--- config.mk ---
export PLATFORM = sky130hd
export DESIGN_NAME = vid_field_timer
export DESIGN_NICKNAME = d
export VERILOG_FILES = /design/src/rtl/vft_pkg.sv /design/src/rtl/vft_vref_edge.sv /design/src/rtl/vft_sample_ctr.sv /design/src/rtl/vft_halfline_ctr.sv /design/src/rtl/vft_field_state.sv /design/src/rtl/vid_field_timer.sv
export SDC_FILE = /design/constraint.sdc
export NUM_CORES = 1
export LEC_CHECK = 0
export ABC_AREA = 1
export CELL_PAD_IN_SITES_DETAIL_PLACEMENT = 0
export CELL_PAD_IN_SITES_GLOBAL_PLACEMENT = 1
export CORE_MARGIN = 2
export CORE_UTILIZATION = 32
export DETAILED_ROUTE_END_ITERATION = 16
export PLACE_DENSITY = 0.84
export SYNTH_ARGS = -nofsm -noshare
export SYNTH_HDL_FRONTEND = slang
export SYNTH_SLANG_ARGS = --single-unit
--- constraint.sdc ---
create_clock -name clk -period 2 [get_ports clk]
set_input_delay 0.5 -clock clk [delete_from_list [all_inputs] [get_ports clk]]
set_output_delay 0.5 -clock clk [all_outputs]
set_load 0.03 [all_outputs]
--- src/rtl/vft_pkg.sv ---
// Package: shared widths and field-length decode for the field timing generator.
// Assumes all field lengths fit in HL_W bits.
package vft_pkg;

    localparam int HL_W   = 10;
    localparam int TRIG_W = 5;

    typedef enum logic [1:0] {
        FLEN_INTERLACED = 2'b00,
        FLEN_SHORT      = 2'b01,
        FLEN_LONG_A     = 2'b10,
        FLEN_LONG_B     = 2'b11
    } flen_e;

    // Number of half lines in one field for a given rate and length code.
    function automatic logic [HL_W-1:0] field_half_lines(input logic rate_60,
                                                         input logic [1:0] code);
        logic [HL_W-1:0] base;
        base = rate_60 ? HL_W'(525) : HL_W'(625);
        case (flen_e'(code))
            FLEN_INTERLACED: return base;
            FLEN_SHORT:      return base - HL_W'(1);
            default:         return base + HL_W'(1);
        endcase
    endfunction

endpackage

--- src/rtl/vft_vref_edge.sv ---
// Module: rising-edge detector for the external vertical reference.
// Assumes vref_in is already synchronous to clk.
module vft_vref_edge (
    input  logic clk,
    input  logic rst_n,
    input  logic vref_in,
    output logic vref_rise
);

    logic vref_q;

    // Remember the previous reference level.
    always_ff @(posedge clk) begin
        if (!rst_n) vref_q <= 1'b0;
        else        vref_q <= vref_in;
    end

    // A rise is high now, low on the previous edge.
    assign vref_rise = vref_in & ~vref_q;

endmodule

--- src/rtl/vft_sample_ctr.sv ---
// Module: divides the pixel clock into half lines.
// Assumes SAMPLES_PER_HALF >= 2. A reload realigns to sample 0.
module vft_sample_ctr #(
    parameter int SAMPLES_PER_HALF = 432,
    localparam int SMP_W = $clog2(SAMPLES_PER_HALF)
) (
    input  logic             clk,
    input  logic             rst_n,
    input  logic             reload,
    output logic [SMP_W-1:0] smp,
    output logic             hl_tick
);

    localparam logic [SMP_W-1:0] SMP_LAST = SMP_W'(SAMPLES_PER_HALF - 1);

    // Count samples within the half line, restart on reload.
    always_ff @(posedge clk) begin
        if (!rst_n)                smp <= '0;
        else if (reload)           smp <= '0;
        else if (smp == SMP_LAST)  smp <= '0;
        else                       smp <= smp + SMP_W'(1);
    end

    // Last sample of a half line.
    assign hl_tick = (smp == SMP_LAST);

endmodule

--- src/rtl/vft_halfline_ctr.sv ---
// Module: half-line position within a field, with wrap and trigger reload.
// Assumes field_len >= 32 so every trigger value lies inside the field.
module vft_halfline_ctr
    import vft_pkg::*;
(
    input  logic              clk,
    input  logic              rst_n,
    input  logic              reload,
    input  logic [TRIG_W-1:0] reload_val,
    input  logic              hl_tick,
    input  logic [HL_W-1:0]   field_len,
    output logic [HL_W-1:0]   half_line,
    output logic              wrap
);

    logic at_end;

    // At or past the last half line (covers a field length that shrank).
    assign at_end = (half_line >= field_len - HL_W'(1));

    // Natural end of field; a reload in the same cycle suppresses it.
    assign wrap = hl_tick & at_end & ~reload;

    // Step, wrap or reload the half-line position.
    always_ff @(posedge clk) begin
        if (!rst_n)        half_line <= '0;
        else if (reload)   half_line <= HL_W'(reload_val);
        else if (wrap)     half_line <= '0;
        else if (hl_tick)  half_line <= half_line + HL_W'(1);
    end

endmodule

--- src/rtl/vft_field_state.sv ---
// Module: odd/even field flag and running field count.
// Assumes wrap is a one-cycle strobe at the natural end of a field.
module vft_field_state #(
    parameter int FIELD_W = 3
) (
    input  logic               clk,
    input  logic               rst_n,
    input  logic               wrap,
    input  logic               interlaced,
    output logic               odd_field,
    output logic [FIELD_W-1:0] field_cnt
);

    // Invert parity on each interlaced field wrap.
    always_ff @(posedge clk) begin
        if (!rst_n)                   odd_field <= 1'b0;
        else if (wrap && interlaced)  odd_field <= ~odd_field;
    end

    // Count every field wrap, modulo 2^FIELD_W.
    always_ff @(posedge clk) begin
        if (!rst_n)     field_cnt <= '0;
        else if (wrap)  field_cnt <= field_cnt + FIELD_W'(1);
    end

endmodule

--- src/rtl/vid_field_timer.sv ---
// Module: top of the video field timing generator.
// Connects the reference edge detector, the sample divider, the half-line counter
// and the field state. Assumes all inputs are synchronous to clk.
module vid_field_timer
    import vft_pkg::*;
#(
    parameter int SAMPLES_PER_HALF = 432,
    parameter int FIELD_W          = 3,
    parameter int VBL_HALF_LINES   = 50,
    localparam int SMP_W = $clog2(SAMPLES_PER_HALF)
) (
    input  logic               clk,
    input  logic               rst_n,
    input  logic               rate_60,
    input  logic [1:0]         fl_code,
    input  logic [TRIG_W-1:0]  vtrig,
    input  logic               vref_in,
    output logic [HL_W-1:0]    half_line,
    output logic [HL_W-2:0]    line_num,
    output logic [FIELD_W-1:0] field_cnt,
    output logic               field_start,
    output logic               odd_field,
    output logic               vblank
);

    logic             vref_rise;
    logic [SMP_W-1:0] smp;
    logic             hl_tick;
    logic             wrap;
    logic [HL_W-1:0]  field_len;

    // Field length from the rate select and length code.
    assign field_len = field_half_lines(rate_60, fl_code);

    vft_vref_edge u_edge (
        .clk       (clk),
        .rst_n     (rst_n),
        .vref_in   (vref_in),
        .vref_rise (vref_rise)
    );

    vft_sample_ctr #(.SAMPLES_PER_HALF(SAMPLES_PER_HALF)) u_smp (
        .clk     (clk),
        .rst_n   (rst_n),
        .reload  (vref_rise),
        .smp     (smp),
        .hl_tick (hl_tick)
    );

    vft_halfline_ctr u_hl (
        .clk        (clk),
        .rst_n      (rst_n),
        .reload     (vref_rise),
        .reload_val (vtrig),
        .hl_tick    (hl_tick),
        .field_len  (field_len),
        .half_line  (half_line),
        .wrap       (wrap)
    );

    vft_field_state #(.FIELD_W(FIELD_W)) u_fs (
        .clk        (clk),
        .rst_n      (rst_n),
        .wrap       (wrap),
        .interlaced (fl_code == FLEN_INTERLACED),
        .odd_field  (odd_field),
        .field_cnt  (field_cnt)
    );

    // Derived position flags.
    assign line_num    = half_line[HL_W-1:1];
    assign field_start = (half_line == '0) && (smp == '0);
    assign vblank      = (half_line < HL_W'(VBL_HALF_LINES));

endmodule

==> results of run 1 <==
==> through the flow <==
stage	setup slack, ns	std cells	area [um2]	hold WS, ns	setup TNS [ns]
3_3_place_gp	-0.557	352	2140	0.444	-7.52
4_1_cts	0.00145	358	2230	0.479	0
6_report	0.0727	358	2260	0.468	0
3_5_place_dp	-0.610	352	2140	0.458	-7.98
5_1_grt	0.00379	358	2260	0.530	0
2_1_floorplan	0.0133	245	1690	0.430	0
==> report_power, final <==
group,internal (uW),switching (uW),leakage [uW]
combinational,81.8,104,0.000852
sequential,487,14.3,0.000196
clock,176,159,0.0000288
==> how the worst max path moves through the flow <==
stage	startpoint	to	slack [ns]
floorplan	u_hl.half_line[0]	field_start	0.01
global placement	fl_code[0]	u_hl.half_line[1]	-0.56
finish	u_hl.half_line[1]	field_start	0.07
CTS	u_hl.half_line[4]	half_line[4]	0.001
detailed placement	fl_code[0]	u_fs.field_cnt[1]	-0.61
global route	u_hl.half_line[1]	field_start	0.004
==> state kept, by name (all words and copies together), names as in the netlist <==
signal / count
u_hl.half_line: 10
u_edge.vref_q: 1
u_smp.smp: 9
u_fs.field_cnt: 3
u_fs.odd_field: 1
==> worst reg2reg max path: cells and delay by family, from the launching register on <==
kind / cells / cell delay, ns
AOI/OAI and AO/OA: 1 / 0.13
adders and majority gates: 1 / 0.28
and+or+nand+nor: 6 / 0.35
buffers and inverters: 5 / 0.46
DFF: 1 / 0.39
==> cell families after synthesis <==
group / Yosys count / synth area share [%]
xor gates and xnor gates: 10 / 5.22
AOI/OAI and AO/OA: 20 / 6.12
adders and majority gates: 15 / 11.2
DFF: 24 / 28.7
buffers and inverters: 59 / 15.2
and+or+nand+nor: 117 / 33.6
==> per-layer routing <==
layer	track usage (%)	vias up	share of wire [%]
met3	3.32	8	5.2
met1	17.2	685	47
met5	0	-	0
met4	3.82	0	1.7
met2	23.5	37	46
li1	-	852	-
==> cell usage after synthesis <==
| cell type | n |
|---|---|
| nand3_1 | 10 |
| clkinv_1 | 1 |
| a21oi_1 | 10 |
| nor2_4 | 2 |
| nand3b_1 | 1 |
| nand2_2 | 3 |
| nor3b_1 | 1 |
| nand4_4 | 1 |
| inv_2 | 2 |
| inv_1 | 47 |
| nor4_1 | 2 |
| xor2_1 | 10 |
| nor2_2 | 1 |
| nor3_1 | 5 |
| dfxtp_1 | 24 |
| nand4_1 | 11 |
| nor2_8 | 1 |
| nand2_1 | 46 |
| nand3_2 | 1 |
| o21ai_0 | 8 |
| buf_4 | 9 |
| a31oi_1 | 2 |
| ha_1 | 15 |
| nor2_1 | 32 |
==> layout make-up <==
class	count	area, um2	share of cell area [%]
clock buffers	4	55.1	2.44
multi-input cells	162	998	44.3
well taps	70	87.6	3.88
flip-flops and latches	24	485	21.5
repair buffers	48	439	19.5
inverters	50	190	8.43
==> timing repair <==
action                     4_1_cts  5_1_grt
pin swaps                        7       11
hold endpoints to repair         0        0
gates resized for setup         20       16
setup buffers                    2        0
setup endpoints to repair       19       19
==> qor.txt, run 1 <==
Synth Net Count: 271
Worst IR Drop VDD: 261 uV
min cycle time layout: 1.93 ns
Max stage delay on crit path: 0.39 ns
Worst path slowest cell: dfxtp_4
Hold Crit Endpoint: u_smp.smp[0]
Max Freq: 519 MHz
CTS Hold Bufs: 0
Area Overhead vs Synth: 34.6%
max-cap viol count: 0
Ys Warns: 0
core area: 5070 um2
DRT Pass-1 Iters: 6
total CTS buffers: 3
worst setup path category: reg2out
post-DR vias/cell: 4.42
Unique masters post-synth: 24
sequential area share after synthesis: 28.7%
initial core utilization: 33.0%
Max Root-Sink Buffers: 2
normalized max-slew margin: 78.4%
Placer Congestion: 0.776
Sink Count: 24
Vias: 1582
status: completed
row count: 26
unrepaired setup endpoints after global routing: false
number of global-route vias before repair: 1513
WL final: 3780 um
Yosys top cell by area: dfxtp_1
Layout Nets: 315
CP required: 1.50 ns
data arrival time of the critical path: 1.43 ns
CP max FO: 7
ANT cells: 0
worst hold path type: reg2reg
top post-synthesis cells by area: dfxtp_1 29%, ha_1 11%, inv_1 11%
CTS tree: yes
Die H: 76.4 um
final hold vios: 0
Clock Pin Slew Worst Setup and Hold Paths: 0.08 ns
I/O pin cnt: 36
crit path cell chain: inv_4, ha_1, nand3b_1, nor4_2, buf_4
root buffer cell: clkbuf_8
leak pwr: 0.00108 uW
clk_lat worst skew: 0.27 ns
Setup Skew: 0.00274 ns
ratio of cells with drive above 1 in the final layout: 16.7%
Crit. path cell count: 5
gr ovfl total: 0
Final setup viols: 0
wire length per cell: 10.5 um
RR Startpoint: u_hl.half_line[0]
Cell Pwr Density: 453 nW/um2
H-tree depth: 1
Layout Utilization: 44.5%
synthesized netlist cell count: 245
Die Width: 76.4 um
WHS Path Cells: 1
Detail Placement HPWL: 3060 um
# DRC: 0
Synth top area share: 28.7%
Antenna Nets Post-Route: 0
Hold Startpoint: u_smp.smp[0]
Worst-Margin Slew: 0.323 ns
CP Buf/Inv Count: 2
crit share post-route: 96.4%
first-pass GRT wire length: 6640 um
overall power: 1020 uW
worst reg-to-reg setup slack: 0.32 ns
initial antenna violation count: 0
Filler Cell Count: 548
die area: 5830 um2
Overall Global Routing Usage: 13.7%
register bit total from synthesis: 24
r2r endpoint: u_hl.half_line[1]
Worst Setup End Kind: output port
Mapped Area: 1680 um2
largest net degree at the start of global routing: 14
Final Max Tran Viols: 0
CP delay by family, top: flip-flops
Syn Area/Cell: 6.84 um2
Buffers on Ports: 35
crit path launch type: flip-flop
most frequent cells in the layout: 43 x inv_1, 43 x nand2_1, 29 x nor2_1
R2R depth: 13
DR iter-0 viols: 67
Note: power is estimated with default switching activity, not from simulation.
==> inputs of run 2 (changes only) <==
HOLD_SLACK_MARGIN = 0.06   (was default)
==> results of run 2 <==
No change in the layout: final DEF, timing and power equal those of run 1.
==> inputs of run 3 (changes only) <==
CAP_MARGIN = 20   (was default)
PLACE_DENSITY = default   (was 0.84)
PLACE_DENSITY_LB_ADDON = 0.08   (was default)
==> run 3 against run 2 <==
Compared with the run above:
- die area unchanged
- first-iteration DRC count down 19%
- combinational power grew 11%
- sequential share of layout area shrank 0.087 points
- routed wire length increased by 11%
- clock power grew 2%
- design area up 3.0%
- register-to-register slack barely moved
- non-clock buffer count is 7 higher
- clock-buffer cell count unchanged
- critical path depth decreased by 3
- flip-flop and latch count unchanged
==> qor.txt, run 3 (synthesis gave the netlist of run 1 again) <==
Overall Global Routing Usage: 14.5% (+0.76 points)
WL final: 4180 um (+11%)
Antenna Nets Post-Route: 0 (unchanged)
status: completed
root buffer cell: clkbuf_8
total CTS buffers: 3 (unchanged)
Biggest register: u_hl.half_line
crit path launch type: flip-flop
max-cap viol count: 0 (unchanged)
clk_lat worst skew: 0.27 ns (about the same)
gr ovfl total: 0 (unchanged)
Filler Cell Count: 576 (+5.1%)
Setup Skew: 0.00539 ns (+0.00265 ns)
Layout Nets: 322 (+2.2%)
Max stage delay on crit path: 0.66 ns (+0.27 ns)
Sink Count: 24 (unchanged)
DR iter-0 viols: 54 (-19%)
Critical Path End: half_line[4]
Worst IR Drop VDD: 237 uV (-9.1%)
Final setup viols: 0 (unchanged)
post-DR vias/cell: 4.45 (+0.81%)
Worst Setup End Kind: output port
I/O pin cnt: 36 (unchanged)
final hold vios: 0 (unchanged)
R2R depth: 12 (-1)
setup ws final: 0.0314 ns (-0.0413 ns)
CP max FO: 6 (-1)
Worst-Margin Slew: 0.344 ns (+0.0210 ns)
Cell Pwr Density: 450 nW/um2 (-0.77%)
largest net degree at the start of global routing: 14 (unchanged)
Max Root-Sink Buffers: 2 (unchanged)
Area Overhead vs Synth: 38.6%
leak pwr: 0.00109 uW (+1.6%)
Hold Slack: 0.471 ns (+0.00352 ns)
DRT Pass-1 Iters: 4 (-2)
Max Freq: 508 MHz (-2.1%)
wire length per cell: 11.5 um (+8.6%)
Worst path slowest cell: clkdlybuf4s50_1
Clock Pin Slew Worst Setup and Hold Paths: 0.09 ns (about the same)
ratio of cells with drive above 1 in the final layout: 20.0% (+3.3 points)
first-pass GRT wire length: 6870 um (+3.4%)
CP startpoint: u_hl.half_line[4]
Vias: 1626 (+2.8%)
dpl ws: -0.675 ns (-0.0649 ns)
Buffers on Ports: 35 (unchanged)
H-tree depth: 1 (unchanged)
data arrival time of the critical path: 1.47 ns (+0.04 ns)
RR Startpoint: u_hl.half_line[4]
Storage cell area: 498 um2 (+2.6%)
Detail Placement HPWL: 3340 um (+9.0%)
r2r endpoint: u_fs.field_cnt[0]
row count: 26 (unchanged)
initial core utilization: 33.0% (unchanged)
die area: 5830 um2 (unchanged)
Die H: 76.4 um (unchanged)
min cycle time layout: 1.97 ns (+0.0413 ns)
crit path cell chain: buf_4, clkdlybuf4s50_1
setup_tns: 0 ns (unchanged)
Placer Congestion: 0.753 (-2.9%)
unrepaired setup endpoints after global routing: true
crit share post-route: 98.4% (+2.1 points)
# DRC: 0 (unchanged)
number of global-route vias before repair: 1486 (-1.8%)
Multi-input gate area: 1000 um2 (+0.63%)
core area: 5070 um2 (unchanged)
worst reg-to-reg setup slack: 0.32 ns (about the same)
worst setup path category: reg2out
CP required: 1.50 ns (about the same)
Largest register FFs: 10 (unchanged)
CTS tree: yes
Die Width: 76.4 um (unchanged)
top flop regs: u_hl.half_line x10, u_smp.smp x9, u_fs.field_cnt x3
Final Max Tran Viols: 0 (unchanged)
CTS Hold Bufs: 0 (unchanged)
most frequent cells in the layout: 43 x inv_1, 43 x nand2_1, 28 x nor2_1
normalized max-slew margin: 77.0% (-1.4 points)
worst hold path type: reg2reg
initial antenna violation count: 0 (unchanged)
ANT cells: 0 (unchanged)
## run 3: through the flow
step                std cells  total power, uW  area (um2)  util, %
detailed placement        355              707        2160     42.5
finish                    365             1040        2320     45.8
CTS                       361             1060        2250     44.4
floorplan                 245              621        1690        -
global route              365             1100        2320     45.8
global placement          355              707        2160     42.5
## run 3: area by class of cell
cell class	count	area share, %
multi-input cells	162	43.2
well taps	70	3.77
flip-flops and latches	24	21.4
inverters	50	8.19
clock buffers	4	2.37
repair buffers	55	21.0
## run 3: worst min-delay path by stage
stage,from,end,slack (ns),cells past startpoint
after floorplan,u_smp.smp[0],u_smp.smp[0],0.43,1
after global placement,u_smp.smp[0],u_smp.smp[0],0.45,1
after detailed placement,u_smp.smp[0],u_smp.smp[0],0.45,1
after CTS,u_smp.smp[0],u_smp.smp[0],0.48,1
after global routing,u_smp.smp[0],u_smp.smp[0],0.49,1
final,u_smp.smp[0],u_smp.smp[0],0.47,1
## run 3: critical path: cells and delay by family, from the launching register on
kind | cells | cell delay (ns)
buf+inv | 2 | 0.80
flops | 1 | 0.40
## run 3: repair_timing
item,in CTS,in global routing
buffers inserted,2,5
resized for setup,21,24
pin swaps,6,6
endpoints found under the setup margin,21,17
## run 3: per-layer routing
metal | GRT usage (%) | vias to the layer above | part of all wire [%]
li1 | - | 865 | -
met1 | 18.8 | 731 | 48
met2 | 25.2 | 26 | 48
met3 | 2.13 | 4 | 3.2
met4 | 3.82 | 0 | 0.81
met5 | 0 | - | 0
## run 3: report_power, final
part           internal [uW]  switching [uW]  total (uW)
Sequential               485            12.8         497
Clock                    176             165         341
Combinational           93.7             113         206
